**src/rtl/cac_pkg.sv**
```systemverilog
package cac_pkg;
  localparam int LINE_B = 6;   // cache-line offset bits
  localparam int SEG_B  = 16;  // offset granule (64 KiB)

  typedef enum logic [1:0] {ST_IDLE, ST_DIV, ST_OUT} cac_state_e;

  typedef struct packed {
    logic rm6;
    logic rm7;
    logic rm8;
    logic div3;
  } cac_flags_t;
endpackage

```
**src/rtl/cac_cfg_bank.sv**
```systemverilog
module cac_cfg_bank
  import cac_pkg::*;
#(
  parameter int OFF_W   = 10,
  parameter int N_RULES = 8,
  parameter int N_CHAN  = 3,
  localparam int RW     = $clog2(N_RULES),
  localparam int CW     = $clog2(N_CHAN),
  localparam int N_ENT  = N_RULES * N_CHAN
) (
  input  logic             clk,
  input  logic             rst_n,
  input  logic             we,
  input  logic [RW-1:0]    wr_rule,
  input  logic [CW-1:0]    wr_chan,
  input  logic [OFF_W-1:0] wr_off,
  input  cac_flags_t       wr_flags,
  input  logic [RW-1:0]    rd_rule,
  input  logic [CW-1:0]    rd_chan,
  output logic [OFF_W-1:0] rd_off,
  output cac_flags_t       rd_flags
);
  logic [OFF_W-1:0] off_q   [N_ENT];
  cac_flags_t       flags_q [N_ENT];

  function automatic int ent(input logic [RW-1:0] r, input logic [CW-1:0] c);
    return int'(r) * N_CHAN + int'(c);
  endfunction

  always_ff @(posedge clk) begin
    if (!rst_n) begin
      for (int i = 0; i < N_ENT; i++) begin
        off_q[i]   <= '0;
        flags_q[i] <= '0;
      end
    end else if (we && int'(wr_chan) < N_CHAN && int'(wr_rule) < N_RULES) begin
      off_q[ent(wr_rule, wr_chan)]   <= wr_off;
      flags_q[ent(wr_rule, wr_chan)] <= wr_flags;
    end
  end

  always_comb begin
    rd_off   = '0;
    rd_flags = '0;
    if (int'(rd_chan) < N_CHAN && int'(rd_rule) < N_RULES) begin
      rd_off   = off_q[ent(rd_rule, rd_chan)];
      rd_flags = flags_q[ent(rd_rule, rd_chan)];
    end
  end
endmodule

```
**src/rtl/cac_squeeze.sv**
```systemverilog
module cac_squeeze
  import cac_pkg::*;
#(
  parameter int ADDR_W  = 40,
  parameter int CADDR_W = 37,
  parameter int OFF_W   = 10,
  localparam int HW     = ADDR_W - SEG_B,
  localparam int NSTEP  = 3
) (
  input  logic [ADDR_W-1:0]  addr,
  input  logic [OFF_W-1:0]   offset,
  input  cac_flags_t         flags,
  output logic [CADDR_W-1:0] caddr
);
  logic [HW-1:0]     off_ext;
  logic [HW-1:0]     seg_sum;
  logic [ADDR_W-1:0] stage [NSTEP+1];
  logic [NSTEP-1:0]  rm_vec;

  assign off_ext = {{(HW-OFF_W){offset[OFF_W-1]}}, offset};
  assign seg_sum = addr[ADDR_W-1:SEG_B] + off_ext;
  assign stage[0] = {seg_sum, addr[SEG_B-1:LINE_B], addr[LINE_B-1:0] & {LINE_B{1'b0}}};
  // step 0 squeezes bit 8, step 1 bit 7, step 2 bit 6
  assign rm_vec = {flags.rm6, flags.rm7, flags.rm8};

  for (genvar g = 0; g < NSTEP; g++) begin : g_step
    localparam int POS = LINE_B + NSTEP - 1 - g;
    localparam logic [ADDR_W-1:0] LOWM = (ADDR_W'(1) << POS) - ADDR_W'(1);
    assign stage[g+1] = rm_vec[g] ? (((stage[g] >> 1) & ~LOWM) | (stage[g] & LOWM))
                                  : stage[g];
  end

  assign caddr = stage[NSTEP][CADDR_W-1:0];
endmodule

```
**src/rtl/cac_div3.sv**
```systemverilog
module cac_div3 #(
  parameter int QW   = 31,
  localparam int CNW = $clog2(QW + 1)
) (
  input  logic          clk,
  input  logic          rst_n,
  input  logic          start,
  input  logic [QW-1:0] dividend,
  output logic          done,
  output logic [QW-1:0] quot
);
  logic [QW-1:0]  sh_q;
  logic [1:0]     rem_q;
  logic [CNW-1:0] cnt_q;
  logic           run_q;
  logic [2:0]     trial;
  logic           qbit;

  assign trial = {rem_q, sh_q[QW-1]};
  assign qbit  = (trial >= 3'd3);

  always_ff @(posedge clk) begin
    if (!rst_n) begin
      sh_q  <= '0;
      rem_q <= '0;
      cnt_q <= '0;
      run_q <= 1'b0;
      done  <= 1'b0;
    end else begin
      done <= 1'b0;
      if (start) begin
        sh_q  <= dividend;
        rem_q <= '0;
        cnt_q <= CNW'(QW);
        run_q <= 1'b1;
      end else if (run_q) begin
        sh_q  <= {sh_q[QW-2:0], qbit};
        rem_q <= qbit ? 2'(trial - 3'd3) : trial[1:0];
        cnt_q <= cnt_q - 1'b1;
        if (cnt_q == CNW'(1)) begin
          run_q <= 1'b0;
          done  <= 1'b1;
        end
      end
    end
  end

  assign quot = sh_q;
endmodule

```
**src/rtl/chan_addr_compact.sv**
```systemverilog
module chan_addr_compact
  import cac_pkg::*;
#(
  parameter int ADDR_W  = 40,
  parameter int CADDR_W = 37,
  parameter int OFF_W   = 10,
  parameter int N_RULES = 8,
  parameter int N_CHAN  = 3,
  localparam int RW     = $clog2(N_RULES),
  localparam int CW     = $clog2(N_CHAN)
) (
  input  logic               clk,
  input  logic               rst_n,
  input  logic               force_ch0,
  input  logic               cfg_we,
  input  logic [RW-1:0]      cfg_rule,
  input  logic [CW-1:0]      cfg_chan,
  input  logic [OFF_W-1:0]   cfg_offset,
  input  logic               cfg_rm6,
  input  logic               cfg_rm7,
  input  logic               cfg_rm8,
  input  logic               cfg_div3,
  input  logic               in_valid,
  output logic               in_ready,
  input  logic [ADDR_W-1:0]  in_addr,
  input  logic [RW-1:0]      in_rule,
  input  logic [CW-1:0]      in_chan,
  output logic               out_valid,
  input  logic               out_ready,
  output logic [CADDR_W-1:0] out_addr
);
  localparam int QW = CADDR_W - LINE_B;

  cac_state_e         state_q;
  logic [CW-1:0]      sel_chan;
  logic [OFF_W-1:0]   sel_off;
  cac_flags_t         sel_flags;
  cac_flags_t         wr_flags;
  logic [CADDR_W-1:0] sq_addr;
  logic [CADDR_W-1:0] res_q;
  logic [LINE_B-1:0]  low_q;
  logic               take;
  logic               div_start;
  logic               div_done;
  logic [QW-1:0]      div_q;

  assign sel_chan = force_ch0 ? '0 : in_chan;
  assign wr_flags = '{rm6: cfg_rm6, rm7: cfg_rm7, rm8: cfg_rm8, div3: cfg_div3};

  cac_cfg_bank #(.OFF_W(OFF_W), .N_RULES(N_RULES), .N_CHAN(N_CHAN)) u_bank (
    .clk      (clk),
    .rst_n    (rst_n),
    .we       (cfg_we),
    .wr_rule  (cfg_rule),
    .wr_chan  (cfg_chan),
    .wr_off   (cfg_offset),
    .wr_flags (wr_flags),
    .rd_rule  (in_rule),
    .rd_chan  (sel_chan),
    .rd_off   (sel_off),
    .rd_flags (sel_flags)
  );

  cac_squeeze #(.ADDR_W(ADDR_W), .CADDR_W(CADDR_W), .OFF_W(OFF_W)) u_sq (
    .addr   (in_addr),
    .offset (sel_off),
    .flags  (sel_flags),
    .caddr  (sq_addr)
  );

  assign take      = (state_q == ST_IDLE) && in_valid;
  assign div_start = take && sel_flags.div3;

  cac_div3 #(.QW(QW)) u_div (
    .clk      (clk),
    .rst_n    (rst_n),
    .start    (div_start),
    .dividend (sq_addr[CADDR_W-1:LINE_B]),
    .done     (div_done),
    .quot     (div_q)
  );

  always_ff @(posedge clk) begin
    if (!rst_n) begin
      state_q <= ST_IDLE;
      res_q   <= '0;
      low_q   <= '0;
    end else begin
      unique case (state_q)
        ST_IDLE: if (take) begin
          if (sel_flags.div3) begin
            low_q   <= sq_addr[LINE_B-1:0];
            state_q <= ST_DIV;
          end else begin
            res_q   <= sq_addr;
            state_q <= ST_OUT;
          end
        end
        ST_DIV: if (div_done) begin
          res_q   <= {div_q, low_q};
          state_q <= ST_OUT;
        end
        ST_OUT: if (out_ready) state_q <= ST_IDLE;
        default: state_q <= ST_IDLE;
      endcase
    end
  end

  assign in_ready  = (state_q == ST_IDLE);
  assign out_valid = (state_q == ST_OUT);
  assign out_addr  = res_q;
endmodule

```
**config.mk**
```make
export PLATFORM = sky130hd
export DESIGN_NAME = chan_addr_compact
export DESIGN_NICKNAME = d
export VERILOG_FILES = /design/src/rtl/cac_pkg.sv /design/src/rtl/cac_cfg_bank.sv /design/src/rtl/cac_squeeze.sv /design/src/rtl/cac_div3.sv /design/src/rtl/chan_addr_compact.sv
export SDC_FILE = /design/constraint.sdc
export NUM_CORES = 1
export LEC_CHECK = 0
export ABC_AREA = 1
export BUFFER_PORTS_ARGS = -buffer_cell sky130_fd_sc_hd__buf_4
export CORE_MARGIN = 4
export CORE_UTILIZATION = 30
export DETAILED_ROUTE_END_ITERATION = 16
export PLACE_DENSITY_LB_ADDON = 0.25
export SLEW_MARGIN = 25
export SYNTH_ARGS = -nofsm -noshare
export SYNTH_HDL_FRONTEND = slang
export SYNTH_HIERARCHICAL = 1
export SYNTH_SLANG_ARGS = --single-unit
```
**constraint.sdc**
```tcl
create_clock -name clk -period 17.6 [get_ports clk]
set_input_delay 3.52 -clock clk [delete_from_list [all_inputs] [get_ports clk]]
set_output_delay 3.52 -clock clk [all_outputs]
set_load 0.01 [all_outputs]
```
# Word-level counts from Yosys, hierarchy flattened
# Memory sizes are Yosys's and may differ from the RTL's.
# Cells that the tools add are included.
totals:
  word_cells: 79
  ff_bits: 85
  ram_bits: 336
  n_memories: 2
  output_inout_bits: 39
op_classes:
  eq_ne: 7
  muxes: 34
  magnitude_cmp: 3
  n_reduce_logical: 13
  add_sub_neg: 5
  n_bitwise: 5
  multipliers: 2
memory_table:
  columns: ["name", "words", "word_bits", "read_ports", "rd_ports_with_merged_regs", "wr", "line", "text"]
  rows:
  - ["u_bank.off_q", 24, 10, 1, 0, 24, "cac_cfg_bank.sv:23", "logic [OFF_W-1:0] off_q [N_ENT];"]
  - ["u_bank.flags_q", 24, 4, 1, 0, 24, "cac_cfg_bank.sv:24", "cac_flags_t flags_q [N_ENT];"]
op_table:
  columns: ["operator", "n"]
  rows:
  - ["2-to-1 mux 37 bit", 4]
  - ["one-hot mux 37 bit (2 select lines)", 1]
  - ["2-to-1 mux 31 bit", 2]
  - ["2-to-1 mux 39 bit", 1]
  - ["bitwise OR 39 x 8 -> 39 bit", 1]
  - ["2-to-1 mux 38 bit", 1]
  - ["bitwise OR 38 x 7 -> 38 bit", 1]
  - ["bitwise OR 37 x 6 -> 37 bit", 1]
  - ["adder 24 bit", 1]
  - ["2-to-1 mux 10 bit", 2]
  - ["2-to-1 mux 5 bit", 4]
  - ["2-to-1 mux 2 bit", 6]
  - ["adder 5 x 3 -> 5 bit", 2]
  - ["multiplier 3 x 2 -> 5 bit (second input constant)", 2]
  - ["2-to-1 mux 1 bit", 10]
  - ["OR reduction 10 bit", 1]
  - ["2-to-1 mux 4 bit", 2]
  - ["inequality test 2 x 1 -> 1 bit (second input constant)", 3]
  - ["one-hot mux 2 bit (3 select lines)", 1]
  - ["AND reduction 3 bit", 2]
  - ["equality test 5 x 1 -> 1 bit (second input constant)", 1]
  - ["subtractor 5 x 1 -> 5 bit (second input constant)", 1]
  - ["less-than comparator 2 bit (second input constant)", 2]
  - ["AND reduction 4 bit", 1]
  - ["other kinds (12)", 16]

# Logic depth before layout (Yosys ltp)
# Gate-level depths: netlist of the first run.
# An unclocked memory read counts as a cell.
logic_depth:
  ltp_word: 14
  ltp_mapped: 36
  depth_no_buf: 33

# Hierarchy
# Netlist of the first run, hierarchy kept.
by_module_without_submodules:
  columns: ["module", "cells_per_inst", "instances", "area_each_um2", "seq_area_each_um2"]
  rows:
  - ["cac_cfg_bank", 1990, 1, 20241.9, 13452.9]
  - ["cac_squeeze", 574, 1, 2832.7, 0.0]
  - ["chan_addr_compact", 406, 1, 2386.0, 900.9]
  - ["cac_div3", 296, 1, 1864.3, 800.8]

# Worst setup path after synthesis of the first run
# No wires, ideal clock.
synth_timing:
  path_type: "in2reg"
  startpoint: "input in_chan[1]"
  endpoint: "register res_q[36] (netlist: out_addr[36])"
  setup_ps: 113
  setup_slack_ps: 9421
  cell_stages: 32
  path_buffers: 2
  t_arrival_ps: 8066
  cell_sequence: "inv_1 > nor2_1 > inv_1 > fa_1 > inv_1 > ha_1 > fa_1 > clkbuf_1 > clkbuf_1 > nand3_1 > nand3_1 > nand2_1 > nand2_1 > nand2_1 > nor2_1 > ha_1 > nand2_1 > inv_1 > a21oi_1 > nand2_1 > nand2_1 > nand3_2 > nand2_1 > nand3_2 > nand2_1 > nand2_1 > nand3_1 > nand2_1 > nand2_1 > nand2_1 > nor2_1 > nor2_1"
synth_between:
  elab_chain_len: 14
  word_cells_on_any_way: 19
  classes_between: "add/sub: 2; order compare: 1; eq/ne: 1; mux: 9; bitwise: 3; reduce/logical: 1; memory: 2"
synth_lines:
  columns: ["element", "line", "text"]
  rows:
  - ["start: declaration", "chan_addr_compact.sv:27", "input logic [CW-1:0] in_chan,"]
  - ["2-to-1 mux 2 bit (*)", "chan_addr_compact.sv:47", "assign sel_chan = force_ch0 ? '0 : in_chan;"]
  - ["named net sel_chan[1]", "chan_addr_compact.sv:35", "logic [CW-1:0] sel_chan;"]
  - ["adder 5 x 3 -> 5 bit", "cac_cfg_bank.sv:27", "return int'(r) * N_CHAN + int'(c);"]
  - ["memory (24 x 10 bit)", null, null]
  - ["2-to-1 mux 10 bit (*)", "cac_cfg_bank.sv:45", "if (int'(rd_chan) < N_CHAN && int'(rd_rule) < N_RULES) begin"]
  - ["named net sel_off[9]", "chan_addr_compact.sv:36", "logic [OFF_W-1:0] sel_off;"]
  - ["adder 24 bit (*)", "cac_squeeze.sv:21", "assign seg_sum = addr[ADDR_W-1:SEG_B] + off_ext;"]
  - ["bitwise OR 39 x 8 -> 39 bit", "cac_squeeze.sv:29", "assign stage[g+1] = rm_vec[g] ? (((stage[g] >> 1) & ~LOWM) | (stage[g] & LOWM))"]
  - ["2-to-1 mux 39 bit (*)", "cac_squeeze.sv:29", null]
  - ["bitwise OR 38 x 7 -> 38 bit", "cac_squeeze.sv:29", null]
  - ["2-to-1 mux 38 bit (*)", "cac_squeeze.sv:29", null]
  - ["bitwise OR 37 x 6 -> 37 bit", "cac_squeeze.sv:29", null]
  - ["2-to-1 mux 37 bit (*)", "cac_squeeze.sv:29", null]
  - ["named net sq_addr[36]", "chan_addr_compact.sv:39", "logic [CADDR_W-1:0] sq_addr;"]
  - ["2-to-1 mux 37 bit (*)", "chan_addr_compact.sv:91", "if (sel_flags.div3) begin"]
  - ["2-to-1 mux 37 bit (*)", "chan_addr_compact.sv:90", "ST_IDLE: if (take) begin"]
  - ["one-hot mux 37 bit (2 select lines) (*)", "chan_addr_compact.sv:89", "unique case (state_q)"]
  - ["end signal: assignment", "chan_addr_compact.sv:95", "res_q <= sq_addr;"]
  - ["end signal: assignment", "chan_addr_compact.sv:100", "res_q <= {div_q, low_q};"]
  - ["end: declaration", "chan_addr_compact.sv:40", "logic [CADDR_W-1:0] res_q;"]
# The timed path passes the listed nets; every way through them passes the cells marked *. The select of a mux whose other input is x is not followed.
# A chain may end at the register's enable or synchronous reset.

# Worst setup path in the final report of the first run
layout_timing:
  startpoint: "input force_ch0"
  endpoint: "register res_q[23] (netlist: out_addr[23])"
layout_between:
  elab_chain_len: 14
  word_cells_on_any_way: 19
  classes_between: "add/sub: 2; order compare: 1; eq/ne: 1; mux: 9; bitwise: 3; reduce/logical: 1; memory: 2"
layout_lines:
  columns: ["element", "line", "text"]
  rows:
  - ["start: declaration", "chan_addr_compact.sv:14", "input logic force_ch0,"]
  - ["2-to-1 mux 2 bit (*)", "chan_addr_compact.sv:47", null]
  - ["named net sel_chan[1]", "chan_addr_compact.sv:35", null]
  - ["adder 5 x 3 -> 5 bit", "cac_cfg_bank.sv:27", null]
  - ["memory (24 x 10 bit)", null, null]
  - ["2-to-1 mux 10 bit (*)", "cac_cfg_bank.sv:45", null]
  - ["named net sel_off[0]", "chan_addr_compact.sv:36", null]
  - ["adder 24 bit (*)", "cac_squeeze.sv:21", null]
  - ["bitwise OR 39 x 8 -> 39 bit", "cac_squeeze.sv:29", null]
  - ["2-to-1 mux 39 bit (*)", "cac_squeeze.sv:29", null]
  - ["bitwise OR 38 x 7 -> 38 bit", "cac_squeeze.sv:29", null]
  - ["2-to-1 mux 38 bit (*)", "cac_squeeze.sv:29", null]
  - ["bitwise OR 37 x 6 -> 37 bit", "cac_squeeze.sv:29", null]
  - ["2-to-1 mux 37 bit (*)", "cac_squeeze.sv:29", null]
  - ["named net sq_addr[23]", "chan_addr_compact.sv:39", null]
  - ["2-to-1 mux 37 bit (*)", "chan_addr_compact.sv:91", null]
  - ["2-to-1 mux 37 bit (*)", "chan_addr_compact.sv:90", null]
  - ["one-hot mux 37 bit (2 select lines) (*)", "chan_addr_compact.sv:89", null]
# Marks and branches as above.

==> results by group, run 1 <==
Setup path
  – Endpoint of the worst register-to-register path: out_addr[23]$_SDFFE_PN0P_
  – Origin of the critical flop-to-flop path: u_bank/off_q[1][0]$_SDFFCE_PN0P_
  – Critical path capture point type: flop
  – Kind of critical path: primary input to flop
  – Cell type group with the largest total delay on the critical path: simple AND/OR/NAND/NOR gates
  – Kind of start point of the critical path: primary input
  – Biggest cell delay along the critical path: 0.71 ns
  – Cell with the largest stage delay on the worst path: sky130_fd_sc_hd__fa_2
  – Reg-to-reg setup timing slack: 13.56 ns
  – Critical path's most frequent cell: sky130_fd_sc_hd__nand2_1
  – Worst Path Required: between 15 and 20 ns
  – Data arrival, critical path: 10.15 ns
  – Peak fanout along the critical path: 28
  – Reg2reg path depth: 25
  – Buffers & Inverters on Critical Path: 8

Clock network
  – Maximum clock insertion buffer count: 3
  – CTS tree: yes
  – Number of buffers inserted during clock tree synthesis: 58
  – Number of buffers added to fix hold violations after cts: 0
  – Post-CTS setup buffers: 0
  – Post-CTS resize count: 0
  – Register clock-pin slew on the reported worst setup and hold paths: roughly 0.060 ns
  – Cell chosen for the clock root: sky130_fd_sc_hd__clkbuf_16
  – Clock sink count: approximately 530
  – Clock insertion delay at the later pin of the skew report: around 0.63 ns
  – H-tree levels: 2

Timing
  – Shortest clock period the worst path allows after layout: between 9 and 10 ns
  – Maximum clock skew at final layout: 0.0395 ns
  – Final TNS setup: 0 ns
  – Final worst-path cycle share: 0.546
  – RSZ-0062 raised after global routing: no
  – Final setup violation count: 0
  – Final Slew Violations: 0
  – Transition time of the tightest slew-check pin: 1.11 ns
  – Hold violation total from the final report: 0
  – Minimum setup slack in the final design: between 7 and 8 ns
  – Max-slew headroom at the worst pin: 0.259
  – Max Clk Rate: between 100 and 150 MHz

Synth
  – Avg Cell Area, Syn: about 8.4 um^2
  – Synthesized instance count: 3,266
  – Post-synthesis register bit count: 533
  – Sequential share of the synthesized area: 0.555
  – Synth Cell Area: about 0.027 mm^2
  – Syn. warnings: 6
  – Number of different library cells in the post-synthesis netlist: 41

Routing
  – Detailed Route Iter0 Violations: 1,823
  – Remaining antenna violation count: 0
  – Drt drc: 0
  – Average wire per cell in the routed design: 17.8 um
  – Vias: approximately 21,000
  – Final wirelength: roughly 80,000 um
  – Vias per inst: 4.78
  – First-pass DRT Iterations: 6

Final layout
  – Nets: around 3,400
  – Number of non-filler instances in the completed layout: around 4,500
  – Diodes inserted: 0
  – Commonest cells after routing, fill and taps aside: sky130_fd_sc_hd__nand2_1 (1,054), sky130_fd_sc_hd__nand3_1 (559), sky130_fd_sc_hd__nor2_1 (475)
  – Commonest non-fill, non-tap cell in the layout: sky130_fd_sc_hd__nand2_1
  – Synthesis-to-layout area growth: 12.6%
  – Fraction of final layout cells sized beyond drive strength 1: 0.0907
  – Area of all placed cells without fillers: between 0.03 and 0.04 mm^2

Power
  – Leak: around 13 nW
  – Pwr per Cell Area: 132 mW/mm^2
  – Maximum VDD drop: between 70 and 80 uV

Global routing
  – Remaining global-route overflow: 0
  – Maximum number of pins on one net before global-route repair: 117
  – Initial antenna violation count: 0
  – GRT Overall Usage: 0.163
  – Number of global-route vias before repair: slightly below 20,000
  – Global-route wire length before repair: 121,000 um

Min path
  – Worst hold path depth: 2
  – Min-Delay Startpoint: u_div/cnt_q[4]$_SDFFE_PN0P_
  – Worst hold path type: flop to flop
  – Destination of the worst hold path: u_div/cnt_q[4]$_SDFFE_PN0P_

Placement
  – Number of buffer cells added on primary ports: 102
  – Placed cell count: 4,376
  – Placer congestion estimate: approximately 0.84
  – Post-placement worst setup slack: between 7 and 8 ns
  – Post-placement cell area: 0.0288 mm^2
  – DP HPWL: 48,400 um

Floorplan
  – Initial core utilization: 0.303
  – Die ar.: around 0.096 mm^2
  – Die H: 310 um
  – Floorplan row count: 110
  – I/O pin total: 109
  – Chip width: 310 um
  – Std-Cell Core Area: between 0.09 and 0.1 mm^2

Flow run
  – Number of maximum-capacitance constraint violations: 0

Run status
  – Result of the run: finished, final reports clean
-- worst max-delay path by stage --
stage,from,end,slack (ns),depth (start not counted)
final,force_ch0,out_addr[23]$_SDFFE_PN0P_,7.99,33
after detailed placement,force_ch0,out_addr[23]$_SDFFE_PN0P_,7.36,33
after floorplan,in_chan[1],out_addr[36]$_SDFFE_PN0P_,9.42,32
after global routing,force_ch0,out_addr[23]$_SDFFE_PN0P_,7.61,33
after CTS,force_ch0,out_addr[23]$_SDFFE_PN0P_,7.98,33
after global placement,force_ch0,out_addr[23]$_SDFFE_PN0P_,7.39,33
-- cells by family (layout without fill, tap and decap cells) --
kind of cell | after synthesis | after routing | synth area share
compound gates | 80 | 80 | 0.0158
xor+xnor | 13 | 13 | 0.00417
simple gates | 2169 | 2169 | 0.334
other cells | 1 | 6 | 0.000137
flops | 533 | 533 | 0.555
mux | 5 | 5 | 0.00183
fa+ha+maj | 41 | 41 | 0.0201
buf+inv | 424 | 459 | 0.0696
-- where the power goes --
group	internal [W]	switching, W	total [W]	leakage [nW]
logic	0.000404	0.000902	0.00131	7.21
registers	0.00148	0.0000494	0.00153	4.90
clock network	0.000719	0.000511	0.00123	0.944
-- registers in the layout (all words and copies together) (netlist names) --
name	cells
u_bank/off_q	320
out_addr	37
u_bank/flags_q	128
u_div/rem_q	2
u_div/cnt_q	5
low_q	6
u_div/done	1
state_q	2
u_div/run_q	1
u_div/quot	31
-- through the flow --
stage | hold slack [ns] | util | total power, W
after floorplan | 0.443 | - | 0.00245
after global routing | 0.484 | 0.341 | 0.00432
final | 0.466 | 0.341 | 0.00406
after global placement | 0.453 | 0.320 | 0.00286
after detailed placement | 0.459 | 0.320 | 0.00286
after CTS | 0.469 | 0.341 | 0.00411
-- worst register-to-register path: stages, from the launching register on --
cell and delay (ns):
sky130_fd_sc_hd__edfxtp_1 0.32, sky130_fd_sc_hd__nand2_1 0.05, sky130_fd_sc_hd__nand3_1 0.11, sky130_fd_sc_hd__nand3_1 0.14, sky130_fd_sc_hd__nand3_1 0.21, sky130_fd_sc_hd__nand2_1 0.13
sky130_fd_sc_hd__nand2_1 0.09, sky130_fd_sc_hd__nand2_1 0.09, sky130_fd_sc_hd__nor2_1 0.26, sky130_fd_sc_hd__ha_1 0.33, sky130_fd_sc_hd__inv_1 0.08, sky130_fd_sc_hd__fa_1 0.43
sky130_fd_sc_hd__inv_1 0.08, sky130_fd_sc_hd__nand3_1 0.06, sky130_fd_sc_hd__nand3_1 0.18, sky130_fd_sc_hd__nand2_1 0.07, sky130_fd_sc_hd__nand2_1 0.12, sky130_fd_sc_hd__xor2_1 0.28
sky130_fd_sc_hd__mux2i_1 0.16, sky130_fd_sc_hd__nand2_1 0.11, sky130_fd_sc_hd__nand3_1 0.10, sky130_fd_sc_hd__nand2_1 0.15, sky130_fd_sc_hd__nand2_1 0.07, sky130_fd_sc_hd__nand2_1 0.16
sky130_fd_sc_hd__nor2_1 0.07, sky130_fd_sc_hd__nor2_1 0.12
-- cell usage after synthesis (all sizes together) --
library cell  instances  area [um^2]
nand2              1078         4110
nand3               568         2900
nor2                495         1910
edfxtp              448        13500
inv                 211          792
buf                 122          761
clkbuf               89          342
dfxtp                85         1700
a21oi                38          205
ha                   36          450
o21ai                35          179
nand3b               11         82.6
nor3                  9         70.1
xor2                  7         61.3
nand4                 6         37.5
xnor2                 6         52.6
fa                    5          100
mux2i                 5         50.1
a31oi                 3         18.8
clkinv                2         7.51
o211ai                2         15.0
a21o                  1         7.51
and2                  1         6.26
conb                  1         3.75
o21bai                1         7.51
or2                   1         6.26
-- cell type report --
class	count	area, um^2
timing repair buffer	140	1080
inverter	213	807
sequential	533	15200
multi-input combinational	2314	10300
tap	1176	1470
clock inverter	38	412
fill	9423	59400
clock buffer	68	1520
-- metal layers --
metal,track usage,vias to the layer above,routed length [um]
li1,-,10634,-
met1,0.233,10138,36800
met2,0.265,589,37000
met3,0.0223,76,4810
met4,0.0336,0,1340
met5,0,-,0
(Power assumes the default switching activity.)
==> run 2: changes to the inputs <==
--- a/config.mk
+++ b/config.mk
@@ -5,7 +5,7 @@
 export SDC_FILE = /design/constraint.sdc
 export NUM_CORES = 1
 export LEC_CHECK = 0
-export ABC_AREA = 1
+export ABC_AREA = 0
 export BUFFER_PORTS_ARGS = -buffer_cell sky130_fd_sc_hd__buf_4
 export CORE_MARGIN = 4
 export CORE_UTILIZATION = 30
==> constraint.sdc (replaced) <==
create_clock -name clk -period 7.81 [get_ports clk]
set_input_delay 1.562 -clock clk [delete_from_list [all_inputs] [get_ports clk]]
set_output_delay 1.562 -clock clk [all_outputs]
set_load 0.01 [all_outputs]
==> run 2 against run 1 <==
  * Sequential share of layout area shrank 0.12 points
  * Wire length shrank 8.3%
  * Total power increased by 120%
  * Register-to-register slack worse by 11 ns
  * Worst setup slack worse by 7.3 ns
  * Count of clock-buffer cells in the layout increased by 6
  * Non-clock buffer count rose by 32
  * Final cell count is 27% lower
  * Largest cell class unchanged
==> results by group, run 2 <==
Run status
  – Result of the run: finished, final reports clean (unchanged)

Global routing
  – Global-route wire length before repair: 109,000 um (was 121,000 um)
  – Remaining global-route overflow: 0 (unchanged)
  – Initial antenna violation count: 0 (unchanged)
  – GRT Overall Usage: 0.153 (was 0.163)
  – Number of global-route vias before repair: 17,015 (was 19,891)
  – Maximum number of pins on one net before global-route repair: 60 (was 117)

Final layout
  – Commonest non-fill, non-tap cell in the layout: sky130_fd_sc_hd__edfxtp_1 (was sky130_fd_sc_hd__nand2_1)
  – Commonest cells after routing, fill and taps aside: sky130_fd_sc_hd__edfxtp_1 (448), sky130_fd_sc_hd__and2_1 (371), sky130_fd_sc_hd__buf_4 (161) (was sky130_fd_sc_hd__nand2_1 (1,054), sky130_fd_sc_hd__nand3_1 (559), sky130_fd_sc_hd__nor2_1 (475))
  – Register containing the most flip-flops in the final layout: u_bank/off_q (unchanged)
  – Nets: 2,169 (was 3,371)
  – Synthesis-to-layout area growth: 15.3% (was 12.6%)
  – Fraction of final layout cells sized beyond drive strength 1: 0.220 (was 0.0907)
  – Final core utilization: 0.349 (was 0.341)
  – Max FFs per register: 320 (unchanged)
  – Area of all placed cells without fillers: 0.0309 mm^2 (was 0.0308 mm^2)

Timing
  – Final TNS setup: 0 ns (unchanged)
  – Tightest hold margin: 0.522 ns (was 0.466 ns)
  – Final worst-path cycle share: 0.907
  – Final setup violation count: 0 (unchanged)
  – Final Slew Violations: 0 (unchanged)
  – Maximum clock skew at final layout: 0.0759 ns (was 0.0395 ns)
  – Minimum setup slack in the final design: 0.723 ns (was 7.99 ns)
  – Max Clk Rate: ~140 MHz
  – Max-slew headroom at the worst pin: 0.290 (was 0.259)
  – Transition time of the tightest slew-check pin: 1.06 ns (was 1.11 ns)
  – RSZ-0062 raised after global routing: no (unchanged)
  – Shortest clock period the worst path allows after layout: 7.09 ns
  – Hold violation total from the final report: 0 (unchanged)

Floorplan
  – I/O pin total: 109 (unchanged)
  – Floorplan row count: 109 (was 110)
  – Die H: 307 um (was 310 um)
  – Initial core utilization: 0.303 (about the same)
  – Std-Cell Core Area: 0.0884 mm^2 (was 0.0901 mm^2)
  – Chip width: 307 um (was 310 um)
  – Die ar.: 0.0940 mm^2 (was 0.0960 mm^2)

Power
  – Maximum VDD drop: 175 uV (was 76.5 uV)
  – Pwr per Cell Area: 287 mW/mm^2 (was 132 mW/mm^2)
  – Leak: 11.2 nW (was 13.1 nW)

Synth
  – Synth Cell Area: 0.0268 mm^2 (was 0.0273 mm^2)
  – Most instantiated cells after synthesis: sky130_fd_sc_hd__edfxtp_1 (448), sky130_fd_sc_hd__and2_1 (371), sky130_fd_sc_hd__mux2i_1 (128) (was sky130_fd_sc_hd__nand2_1 (1,054), sky130_fd_sc_hd__nand3_1 (559), sky130_fd_sc_hd__nor2_1 (479))
  – Count of flip-flops with a built-in enable after synthesis: 448 (unchanged)
  – FFs w/ async S/R, synth: 0 (unchanged)
  – Sequential share of the synthesized area: 0.566 (was 0.555)
  – Leading cell type by number of instances after synthesis: sky130_fd_sc_hd__edfxtp_1 (was sky130_fd_sc_hd__nand2_1)
  – Leading post-synthesis cells by cell area: sky130_fd_sc_hd__edfxtp_1 (50%), sky130_fd_sc_hd__mux4_2 (9.4%), sky130_fd_sc_hd__and2_1 (8.7%) (was sky130_fd_sc_hd__edfxtp_1 (49%), sky130_fd_sc_hd__nand2_1 (14%), sky130_fd_sc_hd__nand3_1 (10%))
  – Syn. warnings: 6 (unchanged)
  – Synthesized instance count: 1,985 (was 3,266)
  – Leading register cell type out of synthesis: sky130_fd_sc_hd__edfxtp_1 (unchanged)
  – Top-area cell type share of the netlist area: 0.503 (was 0.492)
  – Avg Cell Area, Syn: 13.5 um^2 (was 8.37 um^2)
  – Dominant cell type by area after synthesis: sky130_fd_sc_hd__edfxtp_1 (unchanged)
  – Number of different library cells in the post-synthesis netlist: 83 (was 41)
  – Post-synthesis register bit count: 533 (unchanged)

Clock network
  – Number of buffers inserted during clock tree synthesis: 58 (unchanged)
  – Register clock-pin slew on the reported worst setup and hold paths: 0.06 ns (about the same)
  – Clock sink count: 533 (unchanged)
  – Number of buffers added to fix hold violations after cts: 0 (unchanged)
  – CTS tree: yes (unchanged)
  – Post-CTS setup buffers: 0 (unchanged)
  – Cell chosen for the clock root: sky130_fd_sc_hd__clkbuf_16 (unchanged)
  – H-tree levels: 2 (unchanged)
  – Post-CTS resize count: 0 (unchanged)
  – Maximum clock insertion buffer count: 3 (unchanged)
  – Clock insertion delay at the later pin of the skew report: 0.65 ns (was 0.63 ns)

Routing
  – Vias: 16,463 (was 21,437)
  – Detailed Route Iter0 Violations: 1,305 (was 1,823)
  – Remaining antenna violation count: 0 (unchanged)
  – Uppermost metal layer occupied by signal nets: met4 (unchanged)
  – Vias per inst: 5.03 (was 4.78)
  – Met3 WL: 3570 um (was 4810 um)
  – Drt drc: 0 (unchanged)
  – Average wire per cell in the routed design: 22.4 um (was 17.8 um)
  – Metal-1 WL: 31,800 um (was 36,800 um)
  – First-pass DRT Iterations: 5 (was 6)
  – Final wirelength: 73,300 um (was 79,900 um)
  – Met2 Routed Length: 36,200 um (was 37,000 um)

Setup path
  – Data arrival, critical path: 7.60 ns (was 10.15 ns)
  – Kind of start point of the critical path: primary input (unchanged)
  – Crit path launch: force_ch0 (unchanged)
  – Kind of critical path: primary input to flop (unchanged)
  – Origin of the critical flop-to-flop path: u_bank/off_q[14][9]$_SDFFCE_PN0P_ (was u_bank/off_q[1][0]$_SDFFCE_PN0P_)
  – Critical path capture point type: flop (unchanged)
  – Worst Path Required: 8.32 ns (was 18.14 ns)
  – Biggest cell delay along the critical path: 0.50 ns (was 0.71 ns)
  – Peak fanout along the critical path: 19 (was 28)
  – Reg2reg path depth: 16 (was 25)
  – Cell with the largest stage delay on the worst path: sky130_fd_sc_hd__fa_1 (was sky130_fd_sc_hd__fa_2)

Placement
  – Post-placement worst setup slack: 0.143 ns (was 7.36 ns)
  – Number of buffer cells added on primary ports: 102 (unchanged)
  – Placer congestion estimate: 0.863 (was 0.838)
  – DP HPWL: 46,300 um (was 48,400 um)
  – Post-placement cell area: 0.0290 mm^2 (was 0.0288 mm^2)

Min path
  – Worst hold path depth: 2 (unchanged)
  – Worst hold path type: flop to flop (unchanged)
  – Min-Delay Startpoint: low_q[0]$_SDFFE_PN0P_ (was u_div/cnt_q[4]$_SDFFE_PN0P_)

Flow run
  – Number of maximum-capacitance constraint violations: 0 (unchanged)
run 2: changes by cell type after synthesis, sizes merged, moves of 21 or more:
cell and change:
buf -66, nor2 -456, nand3 -548, o21a +45
mux2 +21, mux2i +123, and2 +370, a21o +50
nand2 -952, nand2b +23, o221a +37, mux4 +112
inv -192
run 2: critical path, delay by kind of cell:
family	cells	cell delay (ns)
and+or+nand+nor	4	0.74
AOI/OAI and AO/OA	8	2.00
xor gates and xnor gates	2	0.57
muxes	2	0.46
buffers and inverters	5	0.72
adders and majority gates	4	1.49
run 2: path summary, 6_finish.rpt:
kind	endpoint	slack, ns
max	out_addr[35]$_SDFFE_PN0P_	0.72
min	low_q[0]$_SDFFE_PN0P_	0.52
max reg2reg	out_addr[35]$_SDFFE_PN0P_	2.99
min reg2reg	low_q[0]$_SDFFE_PN0P_	0.52
run 2: cell type report:
cell class / count / area (um^2)
tap: 1165 / 1460
clock buffer: 74 / 1530
timing repair buffer: 172 / 1430
multi-input combinational: 1273 / 10900
antenna: 6 / 15.0
clock inverter: 32 / 314
sequential: 533 / 15200
inverter: 20 / 75.1
fill: 8535 / 57500
run 2: per-stage QoR:
step	cells	power (W)
6_report	3275	0.00884
5_1_grt	3269	0.00930
4_1_cts	3269	0.00894
3_5_place_dp	3163	0.00623
3_3_place_gp	3163	0.00620
2_1_floorplan	1990	0.00538
run 2: routing by layer:
layer,GRT usage,vias up
met2,0.263,428
li1,-,7534
met1,0.205,8408
met3,0.0202,93
met4,0.0384,0
met5,0,-
run 2: kinds of logic (layout without fill, tap and decap cells):
family                   count (synthesis)  after routing  share of synthesized area
multiplexers                           261            261                      0.151
buffers and inverters                  184            298                     0.0328
XOR/XNOR                                28             28                    0.00945
adder cells (fa/ha/maj)                 41             41                     0.0206
other                                    1             12                   0.000140
AND/OR/NAND/NOR                        657            657                      0.140
flip-flops                             533            533                      0.566
AO/OA/AOI/OAI                          280            280                     0.0792
run 2: report_power, final:
part / internal, W / total [W] / leakage [nW] / switching [W]
clock network: 0.00152 / 0.00268 / 0.887 / 0.00116
registers: 0.00330 / 0.00341 / 4.90 / 0.000111
logic: 0.00120 / 0.00275 / 5.41 / 0.00155
total: 0.00602 / 0.00884 / 11.2 / 0.00282
==> run 3: changes to the inputs <==
--- a/config.mk
+++ b/config.mk
@@ -6,9 +6,10 @@
 export NUM_CORES = 1
 export LEC_CHECK = 0
 export ABC_AREA = 0
+export ABC_CLOCK_PERIOD_IN_PS = 7810
 export BUFFER_PORTS_ARGS = -buffer_cell sky130_fd_sc_hd__buf_4
 export CORE_MARGIN = 4
-export CORE_UTILIZATION = 30
+export CORE_UTILIZATION = 45
 export DETAILED_ROUTE_END_ITERATION = 16
 export PLACE_DENSITY_LB_ADDON = 0.25
 export SLEW_MARGIN = 25
==> run 3 against run 2 <==
  * Die area decreased by 33%
  * Wire length decreased by 8.0%
  * Combinational power decreased by 1%
  * Clock skew decreased by 0.046 ns
  * Critical endpoint unchanged
  * Highest routed layer unchanged
  * Non-clock buffer count increased by 1
  * Sequential power about the same
==> results by group, run 3 (synthesis gave the netlist of run 2 again) <==
Timing
  – Transition time of the tightest slew-check pin: 1.01 ns (was 1.06 ns)
  – Final TNS setup: 0 ns (unchanged)
  – Final worst-path cycle share: 0.878 (was 0.907)
  – Shortest clock period the worst path allows after layout: 6.85 ns (was 7.09 ns)
  – Max-slew headroom at the worst pin: 0.323 (was 0.290)
  – RSZ-0062 raised after global routing: no (unchanged)
  – Minimum setup slack in the final design: 0.956 ns (was 0.723 ns)
  – Maximum clock skew at final layout: 0.0300 ns (was 0.0759 ns)
  – Hold violation total from the final report: 0 (unchanged)
  – Final Slew Violations: 0 (unchanged)
  – Max Clk Rate: 146 MHz (was 141 MHz)
  – Final setup violation count: 0 (unchanged)

Floorplan
  – Std-Cell Core Area: 0.0589 mm^2 (was 0.0884 mm^2)
  – Die H: 252 um (was 307 um)
  – Floorplan row count: 89 (was 109)
  – Die ar.: 0.0634 mm^2 (was 0.0940 mm^2)
  – I/O pin total: 109 (unchanged)
  – Chip width: 252 um (was 307 um)
  – Initial core utilization: 0.454 (was 0.303)

Clock network
  – Clock sink count: 533 (unchanged)
  – Maximum clock insertion buffer count: 3 (unchanged)
  – Post-CTS setup buffers: 0 (unchanged)
  – H-tree levels: 2 (unchanged)
  – Clock insertion delay at the later pin of the skew report: 0.62 ns (was 0.65 ns)
  – Register clock-pin slew on the reported worst setup and hold paths: 0.06 ns (about the same)
  – Number of buffers inserted during clock tree synthesis: 56 (was 58)
  – Post-CTS resize count: 0 (unchanged)
  – Number of buffers added to fix hold violations after cts: 0 (unchanged)
  – Cell chosen for the clock root: sky130_fd_sc_hd__clkbuf_16 (unchanged)
  – CTS tree: yes (unchanged)

Global routing
  – Initial antenna violation count: 0 (unchanged)
  – GRT Overall Usage: 0.210 (was 0.153)
  – Number of global-route vias before repair: 16,649 (was 17,015)
  – Remaining global-route overflow: 0 (unchanged)
  – Global-route wire length before repair: 102,000 um (was 109,000 um)
  – Maximum number of pins on one net before global-route repair: 85 (was 60)

Placement
  – Placer congestion estimate: 0.825 (was 0.863)
  – Post-placement worst setup slack: 0.331 ns (was 0.143 ns)
  – DP HPWL: 42,900 um (was 46,300 um)
  – Placed cell count: 2,772 (was 3,163)
  – Number of buffer cells added on primary ports: 102 (unchanged)

Setup path
  – Data arrival, critical path: 7.34 ns (was 7.60 ns)
  – Peak fanout along the critical path: 22 (was 19)
  – Kind of critical path: primary input to flop (unchanged)
  – Worst Path Required: 8.30 ns (was 8.32 ns)
  – Kind of start point of the critical path: primary input (unchanged)
  – Critical path capture point type: flop (unchanged)

Min path
  – Worst hold path type: flop to flop (unchanged)

Final layout
  – Multi-input gate area in the final layout: 0.0108 mm^2 (was 0.0109 mm^2)
  – Synthesis-to-layout area growth: 13.1% (was 15.3%)
  – Commonest non-fill, non-tap cell in the layout: sky130_fd_sc_hd__edfxtp_1 (unchanged)
  – Nets: 2,168 (was 2,169)
  – Filler cell count: 4,924 (was 8,535)
  – Fraction of final layout cells sized beyond drive strength 1: 0.216 (was 0.220)
  – Max FFs per register: 320 (unchanged)
  – Commonest cells after routing, fill and taps aside: sky130_fd_sc_hd__edfxtp_1 (448), sky130_fd_sc_hd__and2_1 (371), sky130_fd_sc_hd__buf_4 (162) (was sky130_fd_sc_hd__edfxtp_1 (448), sky130_fd_sc_hd__and2_1 (371), sky130_fd_sc_hd__buf_4 (161))
  – Seq. cell area: 0.0152 mm^2 (unchanged)
  – Number of non-filler instances in the completed layout: 2,876 (was 3,275)
  – Final core utilization: 0.514 (was 0.349)
  – Register containing the most flip-flops in the final layout: u_bank/off_q (unchanged)

Power
  – Leak: 11.2 nW (about the same)
  – Pwr per Cell Area: 289 mW/mm^2 (was 287 mW/mm^2)
  – Maximum VDD drop: 196 uV (was 175 uV)

Routing
  – Final wirelength: 67,400 um (was 73,300 um)
  – Drt drc: 0 (unchanged)
  – Average wire per cell in the routed design: 23.4 um (was 22.4 um)
  – Remaining antenna violation count: 0 (unchanged)
  – First-pass DRT Iterations: 5 (unchanged)
  – Vias: 16,340 (was 16,463)
  – Detailed Route Iter0 Violations: 1,283 (was 1,305)
  – Vias per inst: 5.68 (was 5.03)

Flow run
  – Number of maximum-capacitance constraint violations: 0 (unchanged)

Run status
  – Result of the run: finished, final reports clean (unchanged)
-- run 3: path summary, 6_finish.rpt --
kind	from	endpoint	slack, ns	depth (start not counted)
max	force_ch0	out_addr[35]$_SDFFE_PN0P_	0.96	23
min	low_q[4]$_SDFFE_PN0P_	low_q[4]$_SDFFE_PN0P_	0.52	2
max reg2reg	u_bank/off_q[14][3]$_SDFFCE_PN0P_	out_addr[35]$_SDFFE_PN0P_	3.19	15
min reg2reg	low_q[4]$_SDFFE_PN0P_	low_q[4]$_SDFFE_PN0P_	0.52	2
-- run 3: worst max-delay path, stage by stage --
cell                       delay [ns]
sky130_fd_sc_hd__buf_4           0.11
sky130_fd_sc_hd__nor2b_1         0.26
sky130_fd_sc_hd__inv_1           0.10
sky130_fd_sc_hd__fa_1            0.49
sky130_fd_sc_hd__inv_1           0.06
sky130_fd_sc_hd__ha_4            0.16
sky130_fd_sc_hd__fa_2            0.45
sky130_fd_sc_hd__xor2_4          0.22
sky130_fd_sc_hd__buf_12          0.21
sky130_fd_sc_hd__mux2i_1         0.41
sky130_fd_sc_hd__mux2i_1         0.30
sky130_fd_sc_hd__a32o_1          0.29
sky130_fd_sc_hd__ha_1            0.38
sky130_fd_sc_hd__nand4_1         0.16
sky130_fd_sc_hd__a21boi_2        0.31
sky130_fd_sc_hd__a21oi_1         0.18
sky130_fd_sc_hd__o31ai_1         0.32
sky130_fd_sc_hd__xor2_1          0.14
sky130_fd_sc_hd__mux2i_1         0.23
sky130_fd_sc_hd__mux2i_1         0.14
sky130_fd_sc_hd__a221o_1         0.39
sky130_fd_sc_hd__a21o_1          0.20
sky130_fd_sc_hd__o221a_2         0.22
-- run 3: power breakdown --
part           total (W)  switching [W]  leakage (nW)  internal, W
Sequential       0.00342       0.000120          4.90      0.00330
Clock            0.00262        0.00111         0.882      0.00151
Combinational    0.00271        0.00152          5.40      0.00119
-- run 3: layout make-up --
| type | instances | share of cell area |
|---|---|---|
| flip-flops and latches | 533 | 0.501 |
| multi-input cells | 1273 | 0.358 |
| clock buffers | 68 | 0.0488 |
| repair buffers | 173 | 0.0475 |
| well taps | 773 | 0.0320 |
| clock inverters | 34 | 0.0105 |
| inverters | 20 | 0.00248 |
| diodes | 2 | 0.000165 |
-- run 3: per-layer routing --
metal | global-route usage | wire length [um] | up-vias
met1 | 0.283 | 28400 | 8226
met2 | 0.348 | 32500 | 474
li1 | - | - | 7529
met4 | 0.0698 | 2280 | 0
met5 | 0 | 0 | -
met3 | 0.0367 | 4160 | 111
-- run 3: metrics by stage --
stage          hold WS (ns)  area, um^2  total power [W]
6_report              0.517       30300          0.00875
5_1_grt               0.550       30300          0.00917
4_1_cts               0.519       30200          0.00880
3_5_place_dp          0.505       28500          0.00618
3_3_place_gp          0.499       28500          0.00613
2_1_floorplan         0.483       26800          0.00538
